==> src/rtl/fabric_cfg_seq.sv <==
module fabric_cfg_seq #(
  parameter int unsigned TIMEOUT_CYC = 750_000_000
) (
  input  logic        clk,
  input  logic        rst_n,
  input  logic        start,
  input  logic        finish,
  input  logic [7:0]  status_in,
  input  logic        pwr_ok,
  input  logic        nstatus,
  input  logic        conf_done,
  input  logic        init_done,
  input  logic        byte_valid,
  input  logic [7:0]  byte_data,
  output logic [9:0]  cfg_ctrl,
  output logic        busy,
  output logic        done,
  output logic [2:0]  err_code,
  output logic        word_valid,
  output logic [31:0] word_data
);

  localparam logic [2:0] E_PWR = 3'd1, E_MSEL = 3'd2, E_RST = 3'd3, E_CFG = 3'd4,
                         E_STUCK = 3'd5, E_NST = 3'd6, E_INIT = 3'd7;

  typedef enum logic [2:0] {S_IDLE, S_RNS, S_RCD, S_CNS, S_STRM, S_WCD, S_WINIT} st_t;
  st_t st;

  logic [31:0] tmr;
  logic [1:0]  nb;
  logic [23:0] pk;
  logic [4:0]  mode;
  logic        mode_ok, wide;
  logic [1:0]  rm1;
  logic        expired;

  assign mode    = status_in[7:3];
  assign mode_ok = !mode[4] && (mode[1:0] != 2'b11);
  assign wide    = mode[3];
  assign rm1     = (mode[1:0] == 2'd2) ? (wide ? 2'd3 : 2'd2) : mode[1:0];
  assign expired = (tmr == TIMEOUT_CYC - 1);
  assign busy    = (st != S_IDLE);

  always_ff @(posedge clk) begin
    if (!rst_n) begin
      st <= S_IDLE; tmr <= '0; nb <= '0; pk <= '0;
      cfg_ctrl <= '0; done <= 1'b0; err_code <= '0;
      word_valid <= 1'b0; word_data <= '0;
    end else begin
      word_valid <= 1'b0;
      tmr <= tmr + 32'd1;
      case (st)
        S_IDLE: if (start) begin
          done <= 1'b0; err_code <= '0;
          if (!pwr_ok) err_code <= E_PWR;
          else if (!mode_ok) err_code <= E_MSEL;
          else begin
            cfg_ctrl <= {wide, 1'b0, rm1, 3'b000, 1'b1, 1'b0, 1'b1};
            st <= S_RNS; tmr <= '0; nb <= '0; pk <= '0;
          end
        end
        S_RNS: if (!nstatus) begin st <= S_RCD; tmr <= '0; end
               else if (expired) begin st <= S_IDLE; err_code <= E_RST; end
        S_RCD: if (!conf_done) begin st <= S_CNS; tmr <= '0; cfg_ctrl[2] <= 1'b0; end
               else if (expired) begin st <= S_IDLE; err_code <= E_RST; end
        S_CNS: if (nstatus) begin st <= S_STRM; cfg_ctrl[8] <= 1'b1; end
               else if (expired) begin st <= S_IDLE; err_code <= E_CFG; end
        S_STRM: if (byte_valid) begin
          if (!nstatus) begin st <= S_IDLE; err_code <= E_NST; end
          else begin
            nb <= nb + 2'd1;
            if (nb == 2'd3) begin
              word_valid <= 1'b1; word_data <= {byte_data, pk}; pk <= '0;
            end else pk[{nb, 3'b000} +: 8] <= byte_data;
          end
        end else if (finish) begin
          if (nb != 2'd0) begin word_valid <= 1'b1; word_data <= {8'h00, pk}; end
          cfg_ctrl[8] <= 1'b0; st <= S_WCD; tmr <= '0;
        end
        S_WCD: if (!nstatus) begin st <= S_IDLE; err_code <= E_NST; end
               else if (conf_done) begin st <= S_WINIT; tmr <= '0; end
               else if (expired) begin st <= S_IDLE; err_code <= E_STUCK; end
        S_WINIT: if (init_done) begin st <= S_IDLE; cfg_ctrl[0] <= 1'b0; done <= 1'b1; end
                 else if (expired) begin st <= S_IDLE; err_code <= E_INIT; end
        default: st <= S_IDLE;
      endcase
    end
  end

  a_r1_power_off: assert property (@(posedge clk) disable iff (!rst_n)
    (st == S_IDLE && start && !pwr_ok) |=> (err_code == E_PWR && !busy));
  a_r2_bad_mode: assert property (@(posedge clk) disable iff (!rst_n)
    (st == S_IDLE && start && pwr_ok && (status_in[7] || status_in[4:3] == 2'b11))
      |=> (err_code == E_MSEL && !busy));
  a_r4_pull_release: assert property (@(posedge clk) disable iff (!rst_n)
    $fell(cfg_ctrl[2]) |-> $past(!conf_done));
  a_r5_enable_after_status: assert property (@(posedge clk) disable iff (!rst_n)
    $rose(cfg_ctrl[8]) |-> $past(nstatus));
  a_r6_refuse_write: assert property (@(posedge clk) disable iff (!rst_n)
    (st == S_STRM && byte_valid && !nstatus) |=> (!word_valid && err_code == E_NST));
  a_r10_host_off_on_done: assert property (@(posedge clk) disable iff (!rst_n)
    $rose(done) |-> !cfg_ctrl[0]);
  a_r12_clear_while_busy: assert property (@(posedge clk) disable iff (!rst_n)
    busy |-> (!done && err_code == 3'd0));

endmodule

==> config.mk <==
export PLATFORM = sky130hd
export DESIGN_NAME = fabric_cfg_seq
export DESIGN_NICKNAME = d
export VERILOG_FILES = /design/src/rtl/fabric_cfg_seq.sv
export SDC_FILE = /design/constraint.sdc
export NUM_CORES = 1
export LEC_CHECK = 0
export ABC_AREA = 1
export CORE_ASPECT_RATIO = 1.75
export CORE_MARGIN = 2
export CORE_UTILIZATION = 35
export DETAILED_ROUTE_END_ITERATION = 8
export GPL_TIMING_DRIVEN = 0
export PLACE_DENSITY_LB_ADDON = 0.08
export SETUP_SLACK_MARGIN = 0.2
export SLEW_MARGIN = 15
export SYNTH_ARGS = -nofsm -noshare
export SYNTH_HDL_FRONTEND = slang
export SYNTH_SLANG_ARGS = --single-unit
==> constraint.sdc <==
create_clock -name clk -period 5.59 [get_ports clk]
set_clock_uncertainty 0.2 [all_clocks]
set_input_delay 0.559 -clock clk [delete_from_list [all_inputs] [get_ports clk]]
set_output_delay 0.559 -clock clk [all_outputs]
set_load 0.01 [all_outputs]
* Yosys cells after proc, flatten, opt, wreduce, memory -nomap -nowiden
Cells that the tools add are included.
** Storage, ports and cells
- Bits in latches :: 0
- Logic and storage cells :: 152
- Bits in read-only memories :: 0
- Input bits :: 25
- Output and inout bits :: 48
- Memory bits (writable) :: 0
- Memories kept :: 0
- Register bits after elaboration :: 104
** Operators by class
- $mul :: 0
- Shift-type cells :: 2
- Eq/ne operators :: 33
- Reduce and logical (&&, ||, !) cells :: 22
- Bitwise logic cells :: 0
- Magnitude comparators :: 0
- Muxes and demuxes :: 80
- Divide/modulo/power cells :: 0
- Add/sub/neg operators :: 3
** Operators with widths (number)
- $mux 32 :: 14
- $pmux 32 s5 :: 1
- $mux 24 :: 6
- $mux 3 :: 26
- $pmux 24 s2 :: 1
- $pmux 3 s7 :: 2
- $ne 2x2->1 const B :: 19
- $add 32x1->32 const B :: 1
- $eq 32x30->1 const B :: 1
- $mux 9 :: 3
- $bwmux 24 :: 1
- $shift 8x7->24 const A :: 1
- $shiftx 8x7->24 :: 1
- $reduce_and 5->1 :: 4
- $mux 2 :: 8
- $mux 1 :: 13
- $ne 3x3->1 const B :: 4
- $reduce_and 12->1 :: 1
- $reduce_bool 2->1 :: 6
- $eq 3x3->1 const B :: 3
- $neg 5->7 :: 1
- $reduce_and 7->1 :: 1
- $reduce_bool 7->1 :: 1
- $eq 3x2->1 const B :: 2
- 15 further kinds :: 19

* Logic depth before layout (Yosys ltp)
Gate-level depths: netlist of run 1.
- Depth after elaboration :: 7
- Mapped depth :: 12
- Mapped depth without buffers :: 12

* Least setup slack after synthesis of run 1
Ideal clock, no wire load.
- Kind :: reg2reg
- Start :: reg nb[0]
- End :: reg word_data[11]
- Data arrival time :: 1762 ps
- Path buffers :: 3
- Cell stages (with the launch flop) :: 13
- Data required time :: 5325 ps
- Library setup time :: 65 ps
- Setup slack :: 3564 ps
- Clock period less this slack :: 2026 ps
- Cells stage by stage :: dfxtp_1 -> inv_1 -> ha_1 -> clkbuf_1 -> inv_1 -> nand2_1 -> o22ai_1 -> nand2_2 -> inv_1 -> buf_2 -> buf_2 -> nor2_1 -> nor2_1
** Between the ends
- Word-level cells in the longest chain between the ends :: 3
- Elaborated cells between the ends (all ways) :: 5
- Classes of those cells :: eq/ne: 2; reduce/logical: 3
** Ends and longest elaborated chain
- start: declaration :: RTL line 30 : logic [1:0] nb;
- start signal: assignment :: RTL line 71 : nb <= nb + 2'd1;
- $eq 2x2->1 or $reduce_bool 2->1 (tied branches) :: RTL line 72, 77
- $ne 2x1->1 (no line) or $reduce_bool 2->1 (tied branches)
- $reduce_and 5->1 (no line) *
- end signal: assignment :: RTL line 48 : word_valid <= 1'b0; word_data <= '0;
- end signal: assignment :: RTL line 73 : word_valid <= 1'b1; word_data <= {byte_data, pk}; pk <= '0;
- end signal: assignment :: RTL line 77 : if (nb != 2'd0) begin word_valid <= 1'b1; word_data <= {8'h00, pk}; end
- end: declaration :: RTL line 20 : output logic [31:0] word_data
Mark *: on every way between the ends. The rest lies on a longest branch, timed or not.
A chain may end at the register's enable or synchronous reset.

* Worst setup path in the final report of run 1
- Start :: reg st[0]
- End :: out busy
** Between the ends
- Word-level cells in the longest chain between the ends :: 1
** Ends and longest elaborated chain
- start: declaration :: RTL line 27 : st_t st;
- start signal: assignment :: RTL line 46 : st <= S_IDLE; tmr <= '0; nb <= '0; pk <= '0;
- start signal: assignment :: RTL line 59 : st <= S_RNS; tmr <= '0; nb <= '0; pk <= '0;
- start signal: assignment :: RTL line 62 : S_RNS: if (!nstatus) begin st <= S_RCD; tmr <= '0; end
- $reduce_bool 3->1 :: RTL line 42 : assign busy = (st != S_IDLE);
- end: declaration :: RTL line 16 : output logic busy,
Every way passes these cells.

==> impl_results.md, run 1 <==
- Static power due to leakage: 2.34 nW
- GRT Residual Overflow: 0
- MaxCap Viol Count: 0
- Synthesis-to-layout area growth: 23.1%
- Startpoint class of the critical path: flop
- Post-cts gate resize count: 0
- Buffers on Ports: 63
- Worst setup path category: reg -> out
- Arr. time, crit path: 1.81 ns
- Post-synth top area cell: dfxtp_1
- Vias: 4840
- Global-route wire length before repair: 24200 um
- Most repeated cell in the gate-level netlist after synthesis: nor2_1
- DRT Pass-1 Iters: 4
- Yosys warning count: 0
- Die boundary width: approximately 95 um
- Count of non-filler cells in the finished layout: ~990
- RD Place Congestion: between 0.8 and 0.9
- Reg clk slew, reported paths: 0.08 ns
- Number of nets with antenna violations after detailed routing: 0
- Total GRT Usage: 20.8%
- Worst hold-check path type: reg -> reg
- Hold_buf cts: 0
- Number of antenna cells inserted: 0
- Number of antenna violations at the first check in global routing: 0
- Starting density of the core: a little over a third
- Actual transition at the worst max-transition pin: 0.624 ns
- Cell count after synthesis: 725
- Final hold violations: 0
- Top cell type's share of synthesized area: 41.2%
- Cell Rows: 58
- Portion of the clock cycle consumed by the worst path in the final layout: 45.9%
- Min setup slack post-route: just over 3 ns
- Worst-path maximum fanout: 8
- Fill cell instance count of the final layout: 1546
- Mean cell area of the mapped netlist: 6.97 um2
- Number of clock sinks: around 100
- FF+latch count, synth: 104
- Number of CTS-inserted buffers: 9
- Post-synth ARST share: 0%
- Top cells by area in the synthesized netlist: dfxtp_1 41%, nor2_1 11%, nand2_1 10%
- Worst skew pair latency: 0.34 ns
- Total die area: approximately 15000 um2
- Normalized max-slew margin: 58.1%
- Most frequently used flop master after synthesis: dfxtp_1
- Top post-synthesis cells by count: 145 x nor2_1, 138 x nand2_1, 104 x dfxtp_1
- Residual DRC count: 0
- CTS root buffer: clkbuf_16
- NumNets Final: about 830
- Overall die height: 163 um
- Buffer levels on the longest clock path: 2
- Number of I/O pins: 73
- Standard cell core area: 14200 um2
- Register area share after synthesis: 41.2%
- Pwr Total: 1.65 mW
- IR Drop Worst-Case VDD: about 170 uV
- Final critical-path required period: 2.57 ns
- Endpoint class of the critical path: primary output
- Total wire length after detailed routing: 15300 um
- RSZ-0062 raised after global routing: no
- Placement Setup Slack: ~2.8 ns
- Library cells used by synthesis: 40
- Routed wirelength normalized by instance count: 15.5 um
- Aggregate negative setup slack: 0 ns
- Detailed Place HPWL: 12500 um
- Cells after DPL: 971
- Routed vias/inst: 4.90
- Maximum clock frequency: 390 MHz
- Fin. max-slew vios: 0
- Number of buffers inserted by post-CTS setup repair: 0
- H-Tree Level Count: 3
- Vias in the first global route: ~4800
- Ratio of cells with drive above 1 in the final layout: 6.20%
- Synthesized cell area: around 5100 um2
- Violation count after the first detailed-route iteration: 198
- Outcome: finished, final reports clean
- Count of flip-flops with a built-in enable after synthesis: 0
- Data required time of the critical path: 4.83 ns
- CTS tree: built
- Number of setup violations in the final report: 0
- Maximum number of pins on one net before global-route repair: 20
- Total power density per cell area: between 200 and 300 nW/um2
critical path, cell delays in order (launching register included):
cell and delay (ns):
dfxtp_1 0.40, inv_2 0.15, nand2_2 0.09, nor2_4 0.21
inv_1 0.11, clkdlybuf4s50_1 0.49
power breakdown:
part           total [mW]  switching [mW]  leakage, nW  internal (mW)
logic               0.238           0.147         1.35         0.0915
registers           0.775          0.0139        0.840          0.761
clock network       0.634           0.307        0.150          0.327
total                1.65           0.467         2.34           1.18
layout by cell type, fill, tap and decap left out, types with 9 or more instances in the layout:
master           synthesis  layout
nor2_1                 145     145
nand2_1                138     138
dfxtp_1                104     104
clkdlybuf4s50_1          0      63
inv_1                   55      55
nand3_1                 51      51
a21oi_1                 43      43
o21ai_0                 32      32
nor3_1                  23      23
nand4_1                 20      20
xor2_1                  17      17
clkbuf_1                13      13
xnor2_1                 10      10
clkbuf_16                0       9
area by class of cell:
type                            count  area (um2)  share of cell area (%)
Sequential cell                   104        2080                    33.5
Timing Repair Buffer               63         631                    10.1
Multi-Input combinational cell    534        2590                    41.6
Buffer                             31         171                    2.75
Clock inverter                      6        61.3                   0.985
Tap cell                          180         225                    3.62
Inverter                           59         223                    3.58
Clock buffer                       10         239                    3.84
routing by layer:
| metal | routed length [um] | track usage (%) | vias up |
|---|---|---|---|
| met2 | 8980 | 41.4 | 84 |
| li1 | - | - | 2506 |
| met5 | 0 | 0 | - |
| met3 | 369 | 2.78 | 32 |
| met1 | 5350 | 20.2 | 2218 |
| met4 | 627 | 9.82 | 0 |
metrics by stage:
stage	hold WS, ns	cell area (um2)	utilization (%)
2_1_floorplan	0.218	5070	-
5_1_grt	0.259	6220	43.8
6_report	0.248	6220	43.8
4_1_cts	0.253	6220	43.8
3_3_place_gp	0.231	5920	41.6
3_5_place_dp	0.242	5920	41.6
final timing paths:
check / startpoint / depth (start not counted) / slack (ns) / endpoint
worst max register to register: nb[0]$_SDFFE_PN0P_ / 12 / 3.12 / word_data[18]$_SDFFE_PN0P_
worst min register to register: tmr[0]$_SDFF_PN0_ / 1 / 0.25 / tmr[0]$_SDFF_PN0_
worst min-delay path: tmr[0]$_SDFF_PN0_ / 1 / 0.25 / tmr[0]$_SDFF_PN0_
worst max-delay path: st[0]$_SDFFE_PN0P_ / 5 / 3.02 / busy
logic make-up after synthesis:
| family | share of synthesized area, % |
|---|---|
| and+or+nand+nor | 34.8 |
| buffers and inverters | 7.79 |
| other | 0.0742 |
| DFF | 41.2 |
| AOI/OAI and AO/OA | 10.2 |
| adders and majority gates | 1.24 |
| xor gates and xnor gates | 4.68 |
flip-flops by register name, summed over array words and instances (netlist names):
register,cells
tmr,32
word_data,32
pk,24
cfg_ctrl,6
err_code,3
st,3
nb,2
done,1
word_valid,1
Note: power is estimated with default switching activity, not from simulation.
==> run 2: changes to the inputs <==
==> constraint.sdc (replaced) <==
create_clock -name clk -period 2.69 [get_ports clk]
set_clock_uncertainty 0.2 [all_clocks]
set_input_delay 0.269 -clock clk [delete_from_list [all_inputs] [get_ports clk]]
set_output_delay 0.269 -clock clk [all_outputs]
set_load 0.01 [all_outputs]
==> run 2 against run 1 <==
Via count grew 0.29%. Flip-flop and latch count is the same. Register-to-register slack got worse by 2.7 ns. Critical path type is now reg -> reg. Critical endpoint is now err_code[1]$_SDFFE_PN0P_. Largest power group unchanged.
==> impl_results.md, run 2 (synthesis results as in run 1) <==
- Number of antenna violations at the first check in global routing: 0 (unchanged)
- Final core utilization: 44.0% (+0.24 points)
- DRT Pass-1 Iters: 7 (+3)
- Static power due to leakage: 2.36 nW (+0.70%)
- CTS tree: built
- Largest registers: tmr (32), word_data (32), pk (24)
- Standard cell core area: 14200 um2 (unchanged)
- MaxCap Viol Count: 0 (unchanged)
- Top library cells by usage in the layout, fill and taps aside: 145 x nor2_1, 138 x nand2_1, 103 x dfxtp_1
- Worst-path maximum fanout: 5 (-3)
- Actual transition at the worst max-transition pin: 0.622 ns (-0.00125 ns)
- Number of I/O pins: 73 (unchanged)
- Violation count after the first detailed-route iteration: 178 (-10%)
- Number of nets with antenna violations after detailed routing: 0 (unchanged)
- R2r startpoint: tmr[0]$_SDFF_PN0_
- Maximum clock frequency: 435 MHz
- Die boundary width: 94.9 um (unchanged)
- Worst setup path category: reg -> reg
- Number of clock sinks: 104 (unchanged)
- Total GRT Usage: 20.8% (unchanged)
- Vias: 4854 (+0.29%)
- Reg-to-reg endpoint: err_code[1]$_SDFFE_PN0P_
- Overall die height: 163 um (unchanged)
- Worst hold-check path type: in -> reg
- Normalized max-slew margin: 58.2% (+0.084 points)
- Total power density per cell area: 547 nW/um2 (+110%)
- Cell repeated most along the worst path: nor2_1
- Arr. time, crit path: 2.34 ns (+0.53 ns)
- Final critical-path required period: 2.30 ns
- Aggregate negative setup slack: 0 ns (unchanged)
- Number of antenna cells inserted: 0 (unchanged)
- Reg clk slew, reported paths: 0.08 ns (about the same)
- Cell area after layout: 6260 um2 (+0.54%)
- Data required time of the critical path: 2.73 ns (-2.10 ns)
- Hold_buf cts: 0 (unchanged)
- RSZ-0062 raised after global routing: yes
- Buffers on Ports: 63 (unchanged)
- Startpoint class of the critical path: flop
- Routed vias/inst: 4.90 (about the same)
- Synthesis-to-layout area growth: 23.8%
- Number of CTS-inserted buffers: 9 (unchanged)
- CTS root buffer: clkbuf_16
- Longest individual stage delay on the worst path: 0.35 ns (-0.14 ns)
- Portion of the clock cycle consumed by the worst path in the final layout: 85.4%
- Buffer levels on the longest clock path: 2 (unchanged)
- Maximum number of pins on one net before global-route repair: 20 (unchanged)
- Endpoint class of the critical path: flop
- Global-route wire length before repair: 24200 um (unchanged)
- Number of setup violations in the final report: 0 (unchanged)
- Routed wirelength normalized by instance count: 15.5 um (-0.21%)
- Starting density of the core: 35.5% (unchanged)
- Worst-case register-to-register setup slack: 0.39 ns (-2.73 ns)
- Ratio of cells with drive above 1 in the final layout: 6.91% (+0.72 points)
- H-Tree Level Count: 3 (unchanged)
- Cell Rows: 58 (unchanged)
- Worst skew pair latency: 0.34 ns (about the same)
- Total wire length after detailed routing: 15300 um (about the same)
- NumNets Final: 835 (+0.36%)
- Residual DRC count: 0 (unchanged)
- Launch point of the worst path: tmr[0]$_SDFF_PN0_
- Crit path capture: err_code[1]$_SDFFE_PN0P_
- Cell depth of the worst flop-to-flop path: 10 (-2)
- Outcome: finished, final reports clean
- Ordered list of cells on the worst path: ha_1 -> nand3_1 -> nor3_1 -> nand2_1 -> nor2_1 -> nor2_1 -> nor2_1 -> nand3_1 -> nand2_1 -> nor2_1
- Most frequent standard cell in the layout excluding fill and tap cells: nor2_1
- CP max stage cell: dfxtp_1
- GRT Residual Overflow: 0 (unchanged)
- Vias in the first global route: 4801 (unchanged)
- RD Place Congestion: 0.871 (unchanged)
- Total die area: 15500 um2 (unchanged)
- Fin. max-slew vios: 0 (unchanged)
- Detailed Place HPWL: 12500 um (unchanged)
- IR Drop Worst-Case VDD: 353 uV (+110%)
- Final hold violations: 0 (unchanged)
- Area after DPL: 5920 um2 (unchanged)
-- run 2: cell types whose count changed in the layout (fill, tap and decap cells not counted) --
cell,delta
buf_4,+4
dfxtp_1,-1
dfxtp_2,+1
clkbuf_4,+2
clkbuf_2,+2
buf_2,-3
clkbuf_1,-2
-- run 2: repair_timing --
action                     CTS  global route
pin swaps                    0             1
setup buffers                0             3
setup endpoints to repair    3            44
hold endpoints to repair     0             0
gates resized for setup      1             7
-- run 2: per-stage QoR --
stage | worst slack [ns] | hold slack [ns] | instances | power [mW]
floorplan | 0.664 | 0.159 | 728 | 1.95
global placement | 0.211 | 0.231 | 971 | 2.14
detailed placement | 0.179 | 0.242 | 971 | 2.15
CTS | 0.217 | 0.137 | 987 | 3.49
global route | 0.144 | 0.161 | 990 | 3.61
finish | 0.392 | 0.133 | 990 | 3.42
-- run 2: how the worst min path moves through the flow --
| stage | startpoint | end | slack (ns) | depth (start not counted) |
|---|---|---|---|---|
| after detailed placement | pk[2]$_SDFFE_PN0P_ | word_data[2]$_SDFFE_PN0P_ | 0.24 | 2 |
| after global routing | rst_n | word_data[23]$_SDFFE_PN0P_ | 0.16 | 3 |
| final | rst_n | word_data[23]$_SDFFE_PN0P_ | 0.13 | 3 |
| after CTS | rst_n | word_data[22]$_SDFFE_PN0P_ | 0.14 | 3 |
| after floorplan | start | done$_SDFFE_PN0P_ | 0.16 | 1 |
| after global placement | tmr[0]$_SDFF_PN0_ | tmr[0]$_SDFF_PN0_ | 0.23 | 1 |
-- run 2: layout make-up --
type	count	area (um2)
Tap cell	180	225
Clock inverter	6	61.3
Multi-Input combinational cell	534	2590
Fill cell	1551	7970
Clock buffer	10	239
Sequential cell	104	2080
Inverter	59	223
Buffer	31	181
Timing Repair Buffer	66	653
-- run 2: worst max-delay path, delay by kind of cell (launching register included) --
kind | cells | cell delay (ns)
adder cells (fa/ha/maj) | 1 | 0.19
AND/OR/NAND/NOR | 9 | 1.45
flip-flops | 1 | 0.35
-- run 2: report_power, final --
part           internal, mW  switching (mW)
registers              1.58          0.0288
clock network         0.679           0.639
logic                 0.191           0.306
-- run 2: layer usage --
metal / global-route usage, % / wire, um / vias up
li1: - / - / 2514
met1: 20.2 / 5420 / 2235
met2: 41.4 / 8970 / 71
met3: 2.78 / 320 / 34
met4: 9.82 / 629 / 0
met5: 0 / 0 / -
